[config.mk]
export PLATFORM = sky130hd
export DESIGN_NAME = nan_resolver
export DESIGN_NICKNAME = d
export VERILOG_FILES = /design/src/rtl/nanres_pkg.sv /design/src/rtl/nanres_classify.sv /design/src/rtl/nanres_select.sv /design/src/rtl/nan_resolver.sv
export SDC_FILE = /design/constraint.sdc
export NUM_CORES = 1
export LEC_CHECK = 0
export ABC_AREA = 0
export ABC_CLOCK_PERIOD_IN_PS = 2800
export BUFFER_PORTS_ARGS = -buffer_cell sky130_fd_sc_hd__buf_2
export CORE_MARGIN = 5
export CORE_UTILIZATION = 32
export DETAILED_ROUTE_END_ITERATION = 12
export GPL_TIMING_DRIVEN = 1
export PLACE_DENSITY = 0.95
export SYNTH_ARGS = -nofsm -noshare
export SYNTH_HDL_FRONTEND = slang
export SYNTH_SLANG_ARGS = --single-unit
[constraint.sdc]
create_clock -name vclk -period 2.8
set_input_delay 0.28 -clock vclk [all_inputs]
set_output_delay 0.28 -clock vclk [all_outputs]
set_load 0.01 [all_outputs]
[src/rtl/nanres_pkg.sv]
// Shared definitions for the NaN resolver: class vector width and bit positions.
package nanres_pkg;
    localparam int CLS_W    = 6;
    localparam int CLS_ZERO = 0;
    localparam int CLS_DEN  = 1;
    localparam int CLS_NORM = 2;
    localparam int CLS_INF  = 3;
    localparam int CLS_QNAN = 4;
    localparam int CLS_SNAN = 5;
    typedef logic [CLS_W-1:0] fclass_t;
endpackage

[src/rtl/nanres_classify.sv]
// nanres_classify: decodes one IEEE binary value into a one-hot class vector.
// Assumes sign in the top bit, then EXP_W exponent bits, then FRAC_W fraction bits.
// The quiet bit is the most significant fraction bit.
module nanres_classify
    import nanres_pkg::*;
#(
    parameter int EXP_W  = 8,
    parameter int FRAC_W = 23,
    localparam int DW    = 1 + EXP_W + FRAC_W
) (
    input  logic [DW-1:0] val,
    output fclass_t       cls
);
    logic [EXP_W-1:0]  expf;
    logic [FRAC_W-1:0] frac;
    logic exp_max, exp_zero, frac_zero;

    // split the fields and find the exponent and fraction extremes
    always_comb begin
        expf      = val[DW-2 -: EXP_W];
        frac      = val[FRAC_W-1:0];
        exp_max   = &expf;
        exp_zero  = ~|expf;
        frac_zero = ~|frac;
    end

    // build the one-hot class vector
    always_comb begin
        cls           = '0;
        cls[CLS_ZERO] = exp_zero & frac_zero;
        cls[CLS_DEN]  = exp_zero & ~frac_zero;
        cls[CLS_NORM] = ~exp_zero & ~exp_max;
        cls[CLS_INF]  = exp_max & frac_zero;
        cls[CLS_QNAN] = exp_max & ~frac_zero & frac[FRAC_W-1];
        cls[CLS_SNAN] = exp_max & ~frac_zero & ~frac[FRAC_W-1];
    end
endmodule

[src/rtl/nanres_select.sv]
// nanres_select: chooses the NaN result and the Invalid Operation flag.
// Priority in arithmetic mode: signaling A, signaling B, quiet A, quiet B,
// then the default NaN on an invalid operation. Copy mode passes A unchanged.
// Assumes the NaN class flags come from nanres_classify for the same operands.
module nanres_select #(
    parameter int EXP_W  = 8,
    parameter int FRAC_W = 23,
    localparam int DW    = 1 + EXP_W + FRAC_W
) (
    input  logic [DW-1:0] op_a,
    input  logic [DW-1:0] op_b,
    input  logic          a_q,
    input  logic          a_s,
    input  logic          b_q,
    input  logic          b_s,
    input  logic          use_b,
    input  logic          op_invalid,
    input  logic          copy_mode,
    output logic          nan_out,
    output logic [DW-1:0] nan_val,
    output logic          raise_invalid,
    output logic          unordered
);
    localparam logic [DW-1:0] QBIT    = DW'(1) << (FRAC_W-1);
    localparam logic [DW-1:0] DEF_NAN = {1'b0, {EXP_W{1'b1}}, 1'b1, {(FRAC_W-1){1'b0}}};

    logic b_on, a_nan, b_nan;

    // decide which operand NaNs take part
    always_comb begin
        b_on  = use_b & ~copy_mode;
        a_nan = a_q | a_s;
        b_nan = b_on & (b_q | b_s);
        unordered = a_nan | b_nan;
    end

    // pick the result NaN in priority order
    always_comb begin
        nan_out       = 1'b0;
        nan_val       = DEF_NAN;
        raise_invalid = 1'b0;
        if (copy_mode) begin
            if (a_nan) begin
                nan_out = 1'b1;
                nan_val = op_a;
            end
        end else if (a_s) begin
            nan_out       = 1'b1;
            nan_val       = op_a | QBIT;
            raise_invalid = 1'b1;
        end else if (b_on && b_s) begin
            nan_out       = 1'b1;
            nan_val       = op_b | QBIT;
            raise_invalid = 1'b1;
        end else if (a_q) begin
            nan_out = 1'b1;
            nan_val = op_a;
        end else if (b_on && b_q) begin
            nan_out = 1'b1;
            nan_val = op_b;
        end else if (op_invalid) begin
            nan_out       = 1'b1;
            raise_invalid = 1'b1;
        end
    end
endmodule

[src/rtl/nan_resolver.sv]
// nan_resolver: classifies up to two single-precision operands and resolves
// the NaN result, Invalid Operation flag and unordered flag. Purely
// combinational; the arithmetic itself lives elsewhere in the datapath.
module nan_resolver
    import nanres_pkg::*;
#(
    parameter int EXP_W  = 8,
    parameter int FRAC_W = 23,
    localparam int DW    = 1 + EXP_W + FRAC_W,
    localparam int N_OPS = 2
) (
    input  logic [DW-1:0]    op_a,
    input  logic [DW-1:0]    op_b,
    input  logic             use_b,
    input  logic             op_invalid,
    input  logic             copy_mode,
    output logic [CLS_W-1:0] cls_a,
    output logic [CLS_W-1:0] cls_b,
    output logic             nan_out,
    output logic [DW-1:0]    nan_val,
    output logic             raise_invalid,
    output logic             unordered
);
    logic [DW-1:0] ops  [N_OPS];
    fclass_t       clss [N_OPS];

    // gather operands into an array for the classifier bank
    always_comb begin
        ops[0] = op_a;
        ops[1] = op_b;
    end

    for (genvar i = 0; i < N_OPS; i++) begin : g_cls
        nanres_classify #(.EXP_W(EXP_W), .FRAC_W(FRAC_W)) u_cls (
            .val (ops[i]),
            .cls (clss[i])
        );
    end

    // expose the class vectors
    always_comb begin
        cls_a = clss[0];
        cls_b = clss[1];
    end

    nanres_select #(.EXP_W(EXP_W), .FRAC_W(FRAC_W)) u_sel (
        .op_a          (op_a),
        .op_b          (op_b),
        .a_q           (clss[0][CLS_QNAN]),
        .a_s           (clss[0][CLS_SNAN]),
        .b_q           (clss[1][CLS_QNAN]),
        .b_s           (clss[1][CLS_SNAN]),
        .use_b         (use_b),
        .op_invalid    (op_invalid),
        .copy_mode     (copy_mode),
        .nan_out       (nan_out),
        .nan_val       (nan_val),
        .raise_invalid (raise_invalid),
        .unordered     (unordered)
    );
endmodule

==> results of run 1 <==
[worst paths after layout]
kind | from | end | slack (ns) | cells after the start
worst min-delay path | op_a[31] | nan_val[31] | 0.86 | 3
worst max-delay path | op_a[11] | nan_val[19] | 0.15 | 7
[per-layer routing]
layer  track usage  routed length (um)
met1         0.200                1280
met2         0.331                1610
met3        0.0475                 475
met4        0.0166                  37
met5             0                   0
[final cells by class]
type                            count  area (um^2)  share of cell area
Multi-Input combinational cell     89          631               0.519
Timing Repair Buffer              108          546               0.449
Inverter                            1         3.75             0.00309
Tap cell                           28         35.0              0.0288
[cell usage after synthesis (all sizes together)]
master / count / area [um^2]
nand2: 5 / 18.8
o211a: 1 / 10.0
a311oi: 1 / 26.3
conb: 1 / 3.75
o2111ai: 1 / 8.76
a21o: 1 / 7.51
nor2b: 1 / 6.26
nor2: 8 / 30.0
nand2b: 2 / 12.5
inv: 1 / 3.75
buf: 16 / 123
and2: 1 / 6.26
or2: 1 / 8.76
a22o: 23 / 226
nor3: 6 / 30.0
o211ai: 1 / 12.5
a32oi: 1 / 8.76
a21oi: 2 / 10.0
nand4: 6 / 37.5
nor4: 16 / 100
o21bai: 2 / 15.0
o21ba: 1 / 10.0
[what timing repair did]
action                                  in CTS  in global routing
endpoints found under the setup margin       0                 23
resized for setup                            0                  0
hold buffers                                 0                  0
[logic make-up after synthesis]
kind of cell,Yosys count,share of synthesized area
buffers and inverters,17,0.177
other,1,0.00524
AO/OA/AOI/OAI,34,0.469
AND/OR/NAND/NOR,46,0.350
[power by group through the flow]
stage / sequential (uW) / combinational, uW / clock, uW
finish: 0 / 87.1 / 0
global route: 0 / 96.0 / 0
CTS: 0 / 85.4 / 0
floorplan: 0 / 27.9 / 0
global placement: 0 / 83.7 / 0
detailed placement: 0 / 85.2 / 0
[layout by cell type (no fill, tap or decap), drive strengths merged, types with 2 or more instances in the layout]
cell type | synthesis | final
nor4 | 16 | 16
a311oi | 1 | 2
nor3 | 6 | 6
nor2 | 8 | 8
nand2b | 2 | 2
buf | 16 | 108
conb | 1 | 8
o21bai | 2 | 2
nand4 | 6 | 6
nand2 | 5 | 5
a21oi | 2 | 2
a22o | 23 | 23
[metrics by stage]
| step | cells | power (uW) | hold slack [ns] | setup WS (ns) |
|---|---|---|---|---|
| final | 226 | 87.1 | 0.860 | 0.155 |
| after global routing | 226 | 96.0 | 0.888 | 0.0597 |
| after CTS | 225 | 85.4 | 0.863 | 0.0523 |
| after detailed placement | 225 | 85.2 | 0.864 | 0.0524 |
| after global placement | 225 | 83.7 | 0.858 | 0.0876 |
| after floorplan | 105 | 27.9 | 0.626 | 0.844 |
==> results.sh, run 1 <==
export IMPL_comb_power_share=1.000
export IMPL_dpl_cell_area_um2=1200
export IMPL_yosys_warnings=0
export IMPL_dp_hpwl_um=2930
export IMPL_nFillCells=229
export IMPL_p_leak_uw=0.000677
export IMPL_drive_gt1_frac=0.672
export IMPL_routed_via_density=5.32
export IMPL_cts_setup_buffers=0
export IMPL_max_freq_mhz=378
export IMPL_tightest_slew_ns=0.836
export IMPL_ant_nets=0
export IMPL_drv_cap=0
export IMPL_vias=1203
export IMPL_crit_buf_inv=2
export IMPL_die_w_um=57.3
export IMPL_portBuffers=106
export IMPL_synth_cell_area_um2=716
export IMPL_fin_nets=267
export IMPL_dr_first_iter_drc_count=48
export IMPL_cp_top_family="compound AO/OA/AOI/OAI gates"
export IMPL_gr_total_overflow=0
export IMPL_yosysSeqAreaShare=0
export IMPL_post_route_period_util=0.945
export IMPL_syn_avg_cell_area_um2=7.30
export IMPL_fin_util=0.560
export IMPL_cp_data_arrival_time_ns=2.37
export IMPL_required_ns=2.52
export IMPL_io_pins=114
export IMPL_gp_congestion=0.909
export IMPL_slowest_stage="a311oi_2"
export IMPL_grt_antenna_before_repair=0
export IMPL_grt_max_degree=24
export IMPL_ir_worst_vdd_mv=0.0440
export IMPL_fin_area_um2=1210
export IMPL_setup_tns_ns=0
export IMPL_p_per_area_nw_per_um2=71.7
export IMPL_drt_total_wl_um=3400
export IMPL_nClkBuffers=0
export IMPL_die_h_um=57.3
export IMPL_drv_slew=0
export IMPL_p_clk_frac=0
export IMPL_hp_class="in -> out"
export IMPL_synth_distinct_cells=25
export IMPL_crit_path_frequent_cell="buf_2"
export IMPL_switchingPower_uw=44.4
export IMPL_path_class="in -> out"
export IMPL_finalCriticalPeriod_ns=2.65
export IMPL_grt_pass1_vias=1075
export IMPL_design_die_area_um2=3280
export IMPL_drc=0
export IMPL_num_antenna_cells=0
export IMPL_sw_frac_of_total=0.510
export IMPL_num_rows=17
export IMPL_start_util=0.330
export IMPL_start_kind="input port"
export IMPL_wire_per_inst_um=15.0
export IMPL_timing_slew_headroom=0.443
export IMPL_rsz0062_at_grt="false"
export IMPL_nFlopsAndLatches=0
export IMPL_seq_area_um2=0
export IMPL_area_growth_pct=69.8
export IMPL_setup_viol=0
export IMPL_synthCells=98
export IMPL_cpPeakStageDelay_ns=0.76
export IMPL_core_area_um2=2170
export IMPL_crit_path_max_fanout=11
export IMPL_end_kind="output pin"
export IMPL_drtPass1Iterations=4
export IMPL_grt_use_total=0.175
export IMPL_hold_viol=0
export IMPL_outcome="complete, no violations"
export IMPL_p_seq_frac=0
export IMPL_p_int_uw=42.7
export IMPL_path_cells="buf_2 > nor4_1 > nand4_1 > or2_4 > a311oi_2 > a22o_2 > buf_2"
export IMPL_grt_pass1_wl_um=4800
Note: power is estimated with default switching activity, not from simulation.
==> run 2, diff against run 1 <==
--- a/config.mk
+++ b/config.mk
@@ -9,10 +9,11 @@
 export ABC_CLOCK_PERIOD_IN_PS = 2800
 export BUFFER_PORTS_ARGS = -buffer_cell sky130_fd_sc_hd__buf_2
 export CORE_MARGIN = 5
-export CORE_UTILIZATION = 32
+export CORE_UTILIZATION = 33
 export DETAILED_ROUTE_END_ITERATION = 12
 export GPL_TIMING_DRIVEN = 1
 export PLACE_DENSITY = 0.95
 export SYNTH_ARGS = -nofsm -noshare
 export SYNTH_HDL_FRONTEND = slang
+export SYNTH_HIERARCHICAL = 1
 export SYNTH_SLANG_ARGS = --single-unit
==> run 2 against run 1 <==
Compared with the run above: hold slack lost 0.0014 ns; count of clock-buffer cells in the layout stayed put; global-route usage rose by 2.1 points; sequential share of layout area stayed put; via count increased by 10%; largest power group unchanged.
==> results.sh, run 2 <==
export IMPL_holdBufCountCts=0
export IMPL_stdcell_count=239
export IMPL_num_antenna_cells=0
export IMPL_crit_path_frequent_cell="buf_2"
export IMPL_cts_resized=0
export IMPL_cts_setup_buffers=0
export IMPL_post_route_period_util=0.917
export IMPL_drv_cap=0
export IMPL_p_leak_uw=0.000705
export IMPL_ir_worst_vdd_mv=0.0358
export IMPL_syn_avg_cell_area_um2=7.43
export IMPL_yosysMostFrequentCell="a22o_1"
export IMPL_dp_slack_ns=0.245
export IMPL_synth_area_leaders="a22o_1 (28%), o22a_1 (9.6%), nor4_1 (8.6%)"
export IMPL_required_ns=2.52
export IMPL_end_kind="output pin"
export IMPL_grt_pass1_vias=1305
export IMPL_nFillCells=213
export IMPL_ant_nets=0
export IMPL_hp_class="in -> out"
export IMPL_timing_slew_headroom=0.537
export IMPL_fin_nets=280
export IMPL_area_growth_pct=81.4
export IMPL_hold_viol=0
export IMPL_io_pins=114
export IMPL_vias=1324
export IMPL_netlist_top_cells_count="a22o_1 (23), nor4_1 (10), o22a_1 (8)"
export IMPL_routed_via_density=5.54
export IMPL_crit_buf_inv=2
export IMPL_synthCells=98
export IMPL_yosys_warnings=6
export IMPL_outcome="complete, no violations"
export IMPL_num_rows=17
export IMPL_design_die_area_um2=3250
export IMPL_gp_congestion=0.889
export IMPL_nFlopsAndLatches=0
export IMPL_setup_tns_ns=0
export IMPL_syn_num_nets=165
export IMPL_path_cells="buf_2 > or4_4 > nor2_4 > a2111oi_1 > nand3b_1 > a21o_1 > a22o_1 > buf_2"
export IMPL_dpl_cell_area_um2=1320
export IMPL_synth_top_area_share=0.277
export IMPL_drive_gt1_frac=0.597
export IMPL_grt_antenna_before_repair=0
export IMPL_place_inst=239
export IMPL_finalCriticalPeriod_ns=2.57
export IMPL_fin_util=0.615
export IMPL_portBuffers=114
export IMPL_cpPeakStageDelay_ns=0.58
export IMPL_cp_data_arrival_time_ns=2.29
export IMPL_final_common_cell="buf_2"
export IMPL_path_class="in -> out"
export IMPL_slowest_stage="a21o_1"
export IMPL_gr_total_overflow=0
export IMPL_synth_cell_area_um2=728
export IMPL_grt_use_total=0.196
export IMPL_drc=0
export IMPL_tightest_slew_ns=0.694
export IMPL_setup_viol=0
export IMPL_rsz0062_at_grt="false"
export IMPL_dr_first_iter_drc_count=45
export IMPL_nClkBuffers=0
export IMPL_setup_slack_ns=0.233
export IMPL_start_util=0.339
export IMPL_drt_total_wl_um=3550
export IMPL_start_kind="input port"
export IMPL_fin_area_um2=1320
export IMPL_multi_input_area_um2=686
export IMPL_dp_hpwl_um=3170
export IMPL_p_per_area_nw_per_um2=64.9
export IMPL_crit_path_max_fanout=23
export IMPL_grt_pass1_wl_um=5440
export IMPL_seq_area_um2=0
export IMPL_synth_distinct_cells=28
export IMPL_die_h_um=57.0
export IMPL_wire_per_inst_um=14.8
export IMPL_yosysSeqAreaShare=0
export IMPL_drtPass1Iterations=5
export IMPL_layout_common_cells="buf_2 (114), a22o_1 (23), nor4_1 (10)"
export IMPL_cp_top_family="compound AO/OA/AOI/OAI gates"
export IMPL_grt_max_degree=24
export IMPL_core_area_um2=2150
export IMPL_yosys_area_top_type="a22o_1"
export IMPL_drv_slew=0
export IMPL_die_w_um=57.0
export IMPL_max_freq_mhz=390
-- run 2: cell count changes after synthesis, moves of 4 or more --
cell	delta
nor4_1	-6
a21oi_1	+5
nor3_1	-4
a22o_1	+20
a22o_2	-20
o22a_1	+8
buf_4	-9
or4_4	+4
-- run 2: worst paths after layout --
check                 startpoint           to  slack, ns  cells past startpoint
worst min-delay path    op_b[31]  nan_val[31]       0.86                      3
worst max-delay path     op_b[4]  nan_val[19]       0.23                      8
-- run 2: kinds of logic after synthesis --
kind of cell / Yosys count / share of synthesized area
compound gates: 47 / 0.507
buf+inv: 5 / 0.0619
simple gates: 46 / 0.431
-- run 2: power breakdown --
group	total (uW)	internal [uW]	leakage, uW	switching [uW]
Combinational	85.8	44.8	0.000705	41.0
Clock	0	0	0	0
Sequential	0	0	0	0
Total	85.8	44.8	0.000705	41.0
-- run 2: final cells by class --
cell class / count / share of cell area
Multi-Input combinational cell: 93 / 0.519
Tap cell: 28 / 0.0265
Timing Repair Buffer: 118 / 0.455
-- run 2: metal layers --
metal / up-vias / wire (um) / global-route usage
met2: 72 / 1860 / 0.392
met5: - / 0 / 0
met1: 596 / 1280 / 0.206
met4: 0 / 24 / 0.0265
met3: 2 / 379 / 0.0520
li1: 654 / - / -
-- run 2: metrics by stage --
step | hold WS [ns] | power, uW
after floorplan | 0.604 | 16.7
after global placement | 0.863 | 84.2
after detailed placement | 0.862 | 85.8
after CTS | 0.862 | 86.0
after global routing | 0.881 | 94.5
final | 0.859 | 85.8
==> run 3, diff against run 2 <==
--- a/config.mk
+++ b/config.mk
@@ -11,7 +11,9 @@
 export CORE_MARGIN = 5
 export CORE_UTILIZATION = 33
 export DETAILED_ROUTE_END_ITERATION = 12
+export GPL_ROUTABILITY_DRIVEN = 0
 export GPL_TIMING_DRIVEN = 1
+export MAX_ROUTING_LAYER = met4
 export PLACE_DENSITY = 0.95
 export SYNTH_ARGS = -nofsm -noshare
 export SYNTH_HDL_FRONTEND = slang
==> run 3 against run 2 <==
Compared with the run above: utilization is the same; count of clock-buffer cells in the layout is the same; power is essentially flat; cell count is the same; sequential cell count is the same; critical endpoint unchanged; largest cell class unchanged.
==> results.sh, run 3 (same netlist as run 2, synthesis figures left out) <==
export IMPL_area_growth_pct=81.4
export IMPL_wire_per_inst_um=14.9
export IMPL_drive_gt1_frac=0.597
export IMPL_drt_total_wl_um=3550
export IMPL_num_antenna_cells=0
export IMPL_tightest_slew_ns=0.694
export IMPL_multi_input_area_um2=686
export IMPL_dr_first_iter_drc_count=45
export IMPL_hp_class="in -> out"
export IMPL_grt_use_total=0.202
export IMPL_holdBufCountCts=0
export IMPL_grtUsageMet1=0.214
export IMPL_required_ns=2.52
export IMPL_hold_start="op_b[31]"
export IMPL_setup_tns_ns=0
export IMPL_start_kind="input port"
export IMPL_start_util=0.339
export IMPL_ir_worst_vdd_mv=0.0358
export IMPL_dp_hpwl_um=3170
export IMPL_seq_area_um2=0
export IMPL_p_leak_uw=0.000705
export IMPL_portBuffers=114
export IMPL_hold_viol=0
export IMPL_ant_nets=0
export IMPL_finalCriticalPeriod_ns=2.57
export IMPL_nClkBuffers=0
export IMPL_cts_setup_buffers=0
export IMPL_die_h_um=57.0
export IMPL_max_freq_mhz=389
export IMPL_path_class="in -> out"
export IMPL_cts_resized=0
export IMPL_p_per_area_nw_per_um2=64.9
export IMPL_busiest_layer="met2"
export IMPL_drc=0
export IMPL_layout_common_cells="buf_2 (114), a22o_1 (23), nor4_1 (10)"
export IMPL_nFlopsAndLatches=0
export IMPL_design_die_area_um2=3250
export IMPL_num_rows=17
export IMPL_grt_pass1_vias=1304
export IMPL_timing_slew_headroom=0.537
export IMPL_grtUsageMet3=0.0385
export IMPL_cp_data_arrival_time_ns=2.29
export IMPL_end_kind="output pin"
export IMPL_drtPass1Iterations=5
export IMPL_drv_slew=0
export IMPL_grt_max_degree=24
export IMPL_nFillCells=213
export IMPL_core_area_um2=2150
export IMPL_rsz0062_at_grt="false"
export IMPL_use_met2=0.392
export IMPL_vias=1321
export IMPL_fin_util=0.615
export IMPL_drv_cap=0
export IMPL_setup_viol=0
export IMPL_die_w_um=57.0
export IMPL_post_route_period_util=0.917
export IMPL_io_pins=114
export IMPL_gr_total_overflow=0
export IMPL_fin_nets=280
export IMPL_final_common_cell="buf_2"
export IMPL_crit_path_max_fanout=23
export IMPL_routed_via_density=5.53
export IMPL_crit_path_start="op_b[4]"
export IMPL_grt_pass1_wl_um=5440
export IMPL_grt_antenna_before_repair=0
export IMPL_outcome="complete, no violations"
-- run 3: cell counts in the layout (fill, tap and decap cells not counted) --
No cell type changed its count.
-- run 3: routing by layer --
metal  part of all wire  vias to the layer above
li1                   -                      653
met1               0.38                      596
met2               0.52                       70
met3              0.092                        2
met4             0.0068                        0
met5                  0                        -
-- run 3: worst paths after layout --
path                      end  cells past startpoint
hold / removal    nan_val[31]                      3
setup / recovery  nan_val[19]                      8
-- run 3: cell type report --
cell class,count,share of cell area
multi-input combinational,93,0.519
timing repair buffer,118,0.455
tap,28,0.0265
-- run 3: metrics by stage --
stage | instances | hold WS (ns) | setup WS (ns) | instance area (um^2) | power, uW
final | 239 | 0.859 | 0.231 | 1320 | 85.8
after global routing | 239 | 0.881 | 0.119 | 1320 | 94.5
after CTS | 239 | 0.862 | 0.240 | 1320 | 86.0
after detailed placement | 239 | 0.862 | 0.245 | 1320 | 85.8
after global placement | 239 | 0.863 | 0.301 | 1320 | 84.2
after floorplan | 98 | 0.604 | 0.217 | 729 | 16.7
-- run 3: power breakdown --
| group | internal, uW | switching, uW | total [uW] |
|---|---|---|---|
| clock network | 0 | 0 | 0 |
| logic | 44.8 | 41.0 | 85.8 |
| registers | 0 | 0 | 0 |
-- run 3: critical path: stages --
cell and delay [ns]:
buf_2 0.11, or4_4 0.54, nor2_4 0.15, a2111oi_1 0.10, nand3b_1 0.13, a21o_1 0.58
a22o_1 0.26, buf_2 0.14
